### src/rtl/eprom_seq_pkg.sv
package eprom_seq_pkg;

    typedef enum logic [3:0] {
        OP_READ_SIG    = 4'd0,
        OP_PROG_CODE   = 4'd1,
        OP_VERIFY_CODE = 4'd2,
        OP_PROG_ENC    = 4'd3,
        OP_PROG_SEC1   = 4'd4,
        OP_PROG_SEC2   = 4'd5,
        OP_PROG_SEC3   = 4'd6,
        OP_PROG_CLK6   = 4'd7,
        OP_VERIFY_CLK  = 4'd8,
        OP_VERIFY_SEC  = 4'd9
    } op_e;

    typedef enum logic [1:0] {
        CAP_NONE,
        CAP_BYTE,
        CAP_SEC,
        CAP_CLK
    } cap_kind_e;

    typedef enum logic [2:0] {
        S_IDLE,
        S_SETUP,
        S_STROBE_LO,
        S_STROBE_HI,
        S_SETTLE,
        S_FINISH
    } seq_state_e;

endpackage

### src/rtl/eprom_seq_decode.sv
module eprom_seq_decode
    import eprom_seq_pkg::*;
(
    input  logic [3:0] op,
    output logic       valid,
    output logic       is_prog,
    output logic [3:0] pattern,
    output cap_kind_e  kind
);
    always_comb begin
        valid   = 1'b1;
        is_prog = 1'b0;
        pattern = 4'b0000;
        kind    = CAP_NONE;
        unique case (op)
            OP_READ_SIG:    begin pattern = 4'b0000; kind = CAP_BYTE; end
            OP_PROG_CODE:   begin pattern = 4'b1011; is_prog = 1'b1; end
            OP_VERIFY_CODE: begin pattern = 4'b0011; kind = CAP_BYTE; end
            OP_PROG_ENC:    begin pattern = 4'b1010; is_prog = 1'b1; end
            OP_PROG_SEC1:   begin pattern = 4'b1111; is_prog = 1'b1; end
            OP_PROG_SEC2:   begin pattern = 4'b1100; is_prog = 1'b1; end
            OP_PROG_SEC3:   begin pattern = 4'b0101; is_prog = 1'b1; end
            OP_PROG_CLK6:   begin pattern = 4'b0010; is_prog = 1'b1; end
            OP_VERIFY_CLK:  begin pattern = 4'b0110; kind = CAP_CLK;  end
            OP_VERIFY_SEC:  begin pattern = 4'b0100; kind = CAP_SEC;  end
            default:        valid = 1'b0;
        endcase
    end
endmodule

### src/rtl/eprom_seq_timer.sv
module eprom_seq_timer #(
    parameter int CNT_W = 16
) (
    input  logic             clk,
    input  logic             rst,
    input  logic             clr,
    input  logic [CNT_W-1:0] limit,
    output logic             last
);
    logic [CNT_W-1:0] cnt;

    always_ff @(posedge clk) begin
        if (rst || clr) cnt <= '0;
        else            cnt <= cnt + 1'b1;
    end

    assign last = (cnt == limit - 1'b1);
endmodule

### src/rtl/eprom_seq_capture.sv
module eprom_seq_capture
    import eprom_seq_pkg::*;
#(
    parameter int DATA_W = 8
) (
    input  logic              clk,
    input  logic              rst,
    input  logic              sample,
    input  cap_kind_e         kind,
    input  logic [DATA_W-1:0] data_in,
    output logic [DATA_W-1:0] cap_data,
    output logic [2:0]        sec_bits,
    output logic              clk12_mode
);
    always_ff @(posedge clk) begin
        if (rst) begin
            cap_data   <= '0;
            sec_bits   <= '0;
            clk12_mode <= 1'b0;
        end else if (sample) begin
            unique case (kind)
                CAP_BYTE: cap_data   <= data_in;
                CAP_SEC:  sec_bits   <= {data_in[3], data_in[6], data_in[7]};
                CAP_CLK:  clk12_mode <= data_in[4];
                default:  ;
            endcase
        end
    end
endmodule

### src/rtl/eprom_burst_sequencer.sv
module eprom_burst_sequencer
    import eprom_seq_pkg::*;
#(
    parameter int CLK_MHZ    = 200,
    parameter int LOW_US     = 100,
    parameter int HIGH_US    = 10,
    parameter int SETUP_CYC  = 200,
    parameter int SETTLE_CYC = 100,
    parameter int PULSES     = 5,
    parameter int DATA_W     = 8
) (
    input  logic              clk,
    input  logic              rst,
    input  logic [3:0]        op_code,
    input  logic              start,
    input  logic [DATA_W-1:0] data_in,
    output logic [3:0]        mode_sel,
    output logic              tgt_rst,
    output logic              tgt_psen_n,
    output logic              prog_n,
    output logic              vpp_en,
    output logic              busy,
    output logic              done,
    output logic [DATA_W-1:0] cap_data,
    output logic [2:0]        sec_bits,
    output logic              clk12_mode
);
    localparam int LOW_CYC  = CLK_MHZ * LOW_US;
    localparam int HIGH_CYC = CLK_MHZ * HIGH_US;
    localparam int MAX_A    = (LOW_CYC > HIGH_CYC) ? LOW_CYC : HIGH_CYC;
    localparam int MAX_B    = (SETUP_CYC > SETTLE_CYC) ? SETUP_CYC : SETTLE_CYC;
    localparam int MAX_CYC  = (MAX_A > MAX_B) ? MAX_A : MAX_B;
    localparam int CNT_W    = $clog2(MAX_CYC + 1);
    localparam int PULSE_W  = $clog2(PULSES + 1);

    seq_state_e        state, state_nx;
    logic [3:0]        op_q;
    logic [PULSE_W-1:0] pulse_cnt;
    logic [3:0]        dec_op;
    logic              dec_valid, dec_prog;
    logic [3:0]        dec_pattern;
    cap_kind_e         dec_kind;
    logic [CNT_W-1:0]  tmr_limit;
    logic              tmr_last, tmr_clr;
    logic              last_pulse;

    assign dec_op = (state == S_IDLE) ? op_code : op_q;

    eprom_seq_decode u_dec (
        .op      (dec_op),
        .valid   (dec_valid),
        .is_prog (dec_prog),
        .pattern (dec_pattern),
        .kind    (dec_kind)
    );

    always_comb begin
        unique case (state)
            S_SETUP:     tmr_limit = CNT_W'(SETUP_CYC);
            S_STROBE_LO: tmr_limit = CNT_W'(LOW_CYC);
            S_STROBE_HI: tmr_limit = CNT_W'(HIGH_CYC);
            S_SETTLE:    tmr_limit = CNT_W'(SETTLE_CYC);
            default:     tmr_limit = CNT_W'(1);
        endcase
    end

    assign tmr_clr = (state == S_IDLE) || tmr_last;

    eprom_seq_timer #(.CNT_W(CNT_W)) u_tmr (
        .clk   (clk),
        .rst   (rst),
        .clr   (tmr_clr),
        .limit (tmr_limit),
        .last  (tmr_last)
    );

    eprom_seq_capture #(.DATA_W(DATA_W)) u_cap (
        .clk        (clk),
        .rst        (rst),
        .sample     ((state == S_SETTLE) && tmr_last),
        .kind       (dec_kind),
        .data_in    (data_in),
        .cap_data   (cap_data),
        .sec_bits   (sec_bits),
        .clk12_mode (clk12_mode)
    );

    assign last_pulse = (pulse_cnt == PULSE_W'(PULSES - 1));

    // next-state logic
    always_comb begin
        state_nx = state;
        unique case (state)
            S_IDLE:      if (start && dec_valid) state_nx = dec_prog ? S_SETUP : S_SETTLE;
            S_SETUP:     if (tmr_last) state_nx = S_STROBE_LO;
            S_STROBE_LO: if (tmr_last) state_nx = S_STROBE_HI;
            S_STROBE_HI: if (tmr_last) state_nx = last_pulse ? S_FINISH : S_STROBE_LO;
            S_SETTLE:    if (tmr_last) state_nx = S_FINISH;
            S_FINISH:    state_nx = S_IDLE;
            default:     state_nx = S_IDLE;
        endcase
    end

    // state register with operation latch and strobe counter
    always_ff @(posedge clk) begin
        if (rst) begin
            state     <= S_IDLE;
            op_q      <= '0;
            pulse_cnt <= '0;
        end else begin
            state <= state_nx;
            if (state == S_IDLE) begin
                op_q      <= op_code;
                pulse_cnt <= '0;
            end else if (state == S_STROBE_HI && tmr_last) begin
                pulse_cnt <= pulse_cnt + 1'b1;
            end
        end
    end

    // outputs
    always_comb begin
        busy       = (state != S_IDLE);
        done       = (state == S_FINISH);
        tgt_rst    = busy;
        tgt_psen_n = !busy;
        mode_sel   = busy ? dec_pattern : 4'b0000;
        prog_n     = (state != S_STROBE_LO);
        vpp_en     = (state == S_SETUP) || (state == S_STROBE_LO) || (state == S_STROBE_HI);
    end
endmodule

### config.mk
export PLATFORM = sky130hd
export DESIGN_NAME = eprom_burst_sequencer
export DESIGN_NICKNAME = d
export VERILOG_FILES = /design/src/rtl/eprom_seq_pkg.sv /design/src/rtl/eprom_seq_decode.sv /design/src/rtl/eprom_seq_timer.sv /design/src/rtl/eprom_seq_capture.sv /design/src/rtl/eprom_burst_sequencer.sv
export SDC_FILE = /design/constraint.sdc
export NUM_CORES = 1
export LEC_CHECK = 0
export BUFFER_PORTS_ARGS = -buffer_cell sky130_fd_sc_hd__buf_2
export CORE_ASPECT_RATIO = 1.1
export CORE_MARGIN = 5
export CORE_UTILIZATION = 57
export CTS_BUF_LIST = sky130_fd_sc_hd__clkbuf_2 sky130_fd_sc_hd__clkbuf_4 sky130_fd_sc_hd__clkbuf_8
export DETAILED_ROUTE_END_ITERATION = 8
export PLACE_DENSITY = 0.81
export SYNTH_ARGS = -nofsm -noshare
export SYNTH_HDL_FRONTEND = slang
export SYNTH_SLANG_ARGS = --single-unit
### constraint.sdc
create_clock -name clk -period 5.69 [get_ports clk]
set_input_delay 0.569 -clock clk [delete_from_list [all_inputs] [get_ports clk]]
set_output_delay 0.569 -clock clk [all_outputs]
set_load 0.1 [all_outputs]
Word-level counts from Yosys, hierarchy flattened
Cells that the tools add are included.
{"block": "totals", "wordCells": 69, "inputBits": 15, "output_inout_bits": 22, "latch_bits": 0, "n_memories": 0, "ff_bits": 37, "romBits": 0, "ramBits": 0}
{"block": "op_classes", "order_cmp": 0, "mux": 15, "addsub": 3, "n_mul": 0, "n_eq_ne": 25, "div_mod_pow": 0, "reduce_logical": 19, "n_shift": 0, "n_bitwise": 0}
{"cell": "15-bit case mux with 4 select lines", "n": 1}
{"cell": "4-bit case mux with 9 select lines", "n": 1}
{"cell": "3-bit 2-to-1 mux", "n": 7}
{"cell": "4-bit by 3-bit == test with 1-bit output, second input constant", "n": 4}
{"cell": "15-bit by 1-bit adder with 15-bit output, second input constant", "n": 1}
{"cell": "15-bit == test", "n": 1}
{"cell": "3-bit case mux with 5 select lines", "n": 1}
{"cell": "15-bit by 1-bit subtractor with 15-bit output, second input constant", "n": 1}
{"cell": "10-bit OR reduction", "n": 1}
{"cell": "3-bit == test, second input constant", "n": 3}
{"cell": "4-bit by 2-bit == test with 1-bit output, second input constant", "n": 2}
{"cell": "4-bit == test, second input constant", "n": 2}
{"cell": "4-bit 2-to-1 mux", "n": 2}
{"cell": "2-bit != test, second input constant", "n": 4}
{"cell": "3-bit by 2-bit == test with 1-bit output, second input constant", "n": 2}
{"cell": "2-bit case mux with 3 select lines", "n": 1}
{"cell": "2-bit AND reduction", "n": 3}
{"cell": "6-bit OR reduction", "n": 1}
{"cell": "5-bit AND reduction", "n": 1}
{"cell": "2-bit == test, second input constant", "n": 2}
{"cell": "4-bit by 1-bit == test with 1-bit output, second input constant", "n": 1}
{"cell": "4-bit logical NOT", "n": 1}
{"cell": "1-bit logical OR", "n": 4}
{"cell": "2-bit OR reduction", "n": 2}
{"cell": "other kinds (10)", "n": 13}

Longest topological paths before layout
{"block": "logic_depth", "ltp_word": 8, "mapped_depth": 10, "depth_no_buf": 7}

Cells and area by module
A second synthesis with hierarchy kept.
{"block": "unflattened", "hier_cells": 290, "area_unflattened_um2": 2538.7}
{"mod": "eprom_seq_timer", "seq_area_each_um2": 300.3, "area_each_um2": 1164.9, "cells_per_inst": 136, "n_inst": 1}
{"mod": "eprom_burst_sequencer", "seq_area_each_um2": 200.2, "area_each_um2": 705.7, "cells_per_inst": 81, "n_inst": 1}
{"mod": "eprom_seq_capture", "seq_area_each_um2": 240.2, "area_each_um2": 539.3, "cells_per_inst": 52, "n_inst": 1}
{"mod": "eprom_seq_decode", "seq_area_each_um2": 0.0, "area_each_um2": 128.9, "cells_per_inst": 21, "n_inst": 1}

Least setup slack after synthesis
No wires, ideal clock.
{"block": "synth_path", "path_type": "reg-to-output", "from": "register state[1]", "to": "output port mode_sel[3]", "slack_ps": -2217, "arrival_ps": 7338, "path_stages_with_launch": 7, "path_cell_list": "dfxtp_1 -> buf_2 -> or3_1 -> clkbuf_1 -> inv_1 -> clkbuf_1 -> a2111oi_0"}
{"element": "start: declaration", "line": "eprom_burst_sequencer.sv:36", "text": "seq_state_e state, state_nx;"}
{"element": "start signal: assignment", "line": "eprom_burst_sequencer.sv:111", "text": "state <= state_nx;"}
{"element": "3-bit nonzero test", "line": "eprom_burst_sequencer.sv:123", "text": "busy = (state != S_IDLE);"}
{"element": "named net busy", "line": "eprom_burst_sequencer.sv:22", "text": "output logic busy,"}
{"element": "4-bit 2-to-1 mux", "line": "eprom_burst_sequencer.sv:127", "text": "mode_sel = busy ? dec_pattern : 4'b0000;"}
{"element": "end: declaration", "line": "eprom_burst_sequencer.sv:17", "text": "output logic [3:0] mode_sel,"}
The timed path passes the listed nets, and every way through them passes these cells.

Final worst setup path
{"block": "layout_path", "from": "register state[0]", "to": "output port mode_sel[3]"}
{"block": "layout_between", "elab_chain_len": 5}
{"element": "3-bit logical NOT", "line": "eprom_burst_sequencer.sv:47", "text": "assign dec_op = (state == S_IDLE) ? op_code : op_q;"}
{"element": "4-bit 2-to-1 mux"}
{"element": "4-bit == test, or another cell as far along", "line": "eprom_seq_decode.sv:15", "text": "unique case (op)"}
{"element": "4-bit case mux with 9 select lines", "line": "eprom_seq_decode.sv:15"}
{"element": "4-bit 2-to-1 mux *", "line": "eprom_burst_sequencer.sv:127"}
Every way passes the cells marked *; elsewhere a longest branch is shown, timed or not.

==> impl_metrics.json <==
{
  "io_pins": 37,
  "final_layout_size_suffix_gt1_share_pct": 18.5,
  "syn_inst": 267,
  "vias_per_cell": 5.55,
  "num_vias": 1898,
  "power_mw": 1.13,
  "synth_most_common_cell": "nand2_1",
  "status": "completed",
  "finalCriticalPeriod_ns": 3.10,
  "routedWlPerCell_microns": 13.2,
  "ir_drop_mv": 0.182,
  "cts-resized-gates": 0,
  "finalHoldViolCount": 0,
  "met2_usage_pct": 33.0,
  "synthTopCellsByArea": "dfxtp_1, nand2_1, nor2_1",
  "ys_top_cells_by_count": "nand2_1, dfxtp_1, nor2_1",
  "pwr-share-comb_pct": 55.1,
  "syn-num-nets": 285,
  "synth.avg_cell_area_sq_um": 7.91,
  "yosys_register_bits": 37,
  "coreArea_sq_um": 3630,
  "r2r_slack_ns": 2.89,
  "dp_hpwl_microns": 3310,
  "antenna_left": 0,
  "multi_input_area_sq_um": 1240,
  "slew_headroom_pct": 57.9,
  "synth_cell_types": 53,
  "insertion_delay_ns": 0.29,
  "cts_root_buf": "clkbuf_8",
  "drc": 0,
  "clock.fmax_mhz": 323,
  "post-route-period-util_pct": 54.4,
  "die_x_microns": 68.1,
  "crit_path_end_kind": "output pin",
  "required_ns": 5.12,
  "placementRows": 23,
  "use_met1_pct": 23.5,
  "setup_viol": 0,
  "async_reset_ff_share_pct": 0,
  "worst_pin_slew_ns": 0.631,
  "intPower_mw": 0.523,
  "hold_class": "flip-flop to flip-flop",
  "yosys_warnings": 0,
  "rsz0062_at_grt": "false",
  "ys_seq_area_share_pct": 35.1,
  "numCtsBuffers": 5,
  "finalSetupTns_ns": 0,
  "yosys.area.top_type_share_pct": 35.1,
  "dpl_cell_area_sq_um": 2280,
  "cts.sinks": 37,
  "cts_setup_buffers": 0,
  "crit_end": "mode_sel[3]",
  "cp-startpoint": "state[0]",
  "gp_congestion": 0.828,
  "holdWs_ns": 0.457,
  "die_y_microns": 73.9,
  "p_sw_mw": 0.607,
  "synth_top_cell_by_area": "dfxtp_1",
  "fin_nets": 309,
  "postCtsHoldBufs": 0,
  "fill_cells": 341,
  "clk_pin_slew_ns": 0.08,
  "synth_area_sq_um": 2110,
  "swShare_pct": 53.7,
  "grt_pass1_wl_microns": 7600,
  "grt_max_degree": 21,
  "p_seq_share_pct": 29.1,
  "grt_pass1_vias": 1751,
  "r2r_start": "state[0]",
  "arrival_ns": 2.53,
  "slew_violations": 0,
  "critical_path.max_fanout": 20,
  "grt_antenna_before_repair": 0,
  "critPathLaunchType": "flip-flop",
  "power.density_nw_per_um2": 478,
  "max-cap-violations": 0,
  "rr_endpoint": "u_tmr.cnt[2]",
  "synth_edf_count": 0,
  "gr-usage-all-layers_pct": 19.7,
  "first_pass_iters": 4,
  "io_buffers": 36,
  "start_util_pct": 58.3,
  "drt_iter0_drc": 125,
  "grt.busiest_layer": "met2",
  "area_growth_pct": 11.8,
  "clock_path_buffers": 2,
  "use_met3_pct": 6.12,
  "die-area_sq_um": 5030,
  "final_area_sq_um": 2360,
  "seq_area_sq_um": 741,
  "p_leak_nw": 0.877,
  "grt.overflow.total": 0,
  "worstSetupPathType": "flip-flop to output pin",
  "postRouteWirelength_microns": 4520,
  "htreeDepth": 2,
  "pwr-share-clk_pct": 15.8,
  "num_antenna_cells": 0,
  "reg2reg_depth": 6,
  "cts_tree": "done",
  "finalClockSkew_ns": 0.00639,
  "synthFlopType": "dfxtp_1",
  "hold_depth": 2
}
[cells in the final DEF, fill, tap and decap left out, types with 5 or more instances in the layout]
cell type / Yosys / final
buf_2: 8 / 36
mux2i_1: 9 / 9
a21oi_1: 15 / 15
xnor2_1: 8 / 8
clkbuf_8: 0 / 5
inv_1: 10 / 10
nand4_1: 8 / 8
dfxtp_1: 37 / 37
nor3_1: 5 / 5
o21ai_0: 12 / 12
nor2b_1: 5 / 5
nand3_1: 8 / 8
nor2_1: 31 / 31
nand2b_1: 5 / 5
xor2_1: 8 / 8
nand2_1: 39 / 39
[registers in the layout, indices dropped and copies added (netlist names)]
register / cells
pulse_cnt: 3
op_q: 4
u_cap.clk12_mode: 1
state: 3
u_tmr.cnt: 15
u_cap.sec_bits: 3
u_cap.cap_data: 8
[worst min-delay path by stage]
stage / from / end / slack [ns]
after floorplan: u_tmr.cnt[0] / u_tmr.cnt[0] / 0.43
after global placement: u_cap.cap_data[3] / u_cap.cap_data[3] / 0.44
after CTS: u_cap.cap_data[3] / u_cap.cap_data[3] / 0.46
after detailed placement: u_cap.cap_data[3] / u_cap.cap_data[3] / 0.45
after global routing: u_cap.cap_data[2] / u_cap.cap_data[2] / 0.49
final: u_cap.cap_data[2] / u_cap.cap_data[2] / 0.46
[cell type report]
cell class | count | area share [%]
clock buffer | 5 | 2.91
inverter | 11 | 1.75
timing repair buffer | 37 | 7.94
clock inverter | 3 | 0.742
multi-input combinational | 199 | 52.6
sequential | 37 | 31.4
tap | 50 | 2.65
[power by group through the flow]
| stage | registers [mW] | clock network, mW | logic [mW] |
|---|---|---|---|
| 4_1_cts | 0.327 | 0.185 | 0.625 |
| 2_1_floorplan | 0.328 | 0 | 0.552 |
| 5_1_grt | 0.334 | 0.196 | 0.667 |
| 3_3_place_gp | 0.332 | 0 | 0.616 |
| 6_report | 0.328 | 0.178 | 0.623 |
| 3_5_place_dp | 0.333 | 0 | 0.623 |
[logic make-up (layout without fill, tap and decap cells)]
kind of cell / Yosys count / in the layout / share of synthesized area, %
mux: 9 / 9 / 4.26
simple gates: 120 / 120 / 28.4
flops: 37 / 37 / 35.1
xor+xnor: 16 / 16 / 6.63
compound gates: 51 / 51 / 17.2
buf+inv: 31 / 56 / 6.69
fa+ha+maj: 3 / 3 / 1.78
[metrics by stage]
stage | cells | setup WS [ns] | util, %
2_1_floorplan | 267 | 0.376 | -
3_3_place_gp | 334 | 2.98 | 62.8
3_5_place_dp | 334 | 2.89 | 62.8
4_1_cts | 342 | 2.62 | 65.1
5_1_grt | 342 | 2.41 | 65.1
6_report | 342 | 2.59 | 65.1
[worst max-delay path: stages, from the launching register on]
cell and delay, ns:
dfxtp_1 0.73, or3_1 0.45, inv_1 0.27, a2111oi_2 0.31, buf_2 0.48
[per-layer routing]
metal	routed length, microns	part of all wire [%]
met1	1980	44
met2	2190	49
met3	313	6.9
met4	34	0.75
met5	0	0
Power figures use the tool's default switching activity.
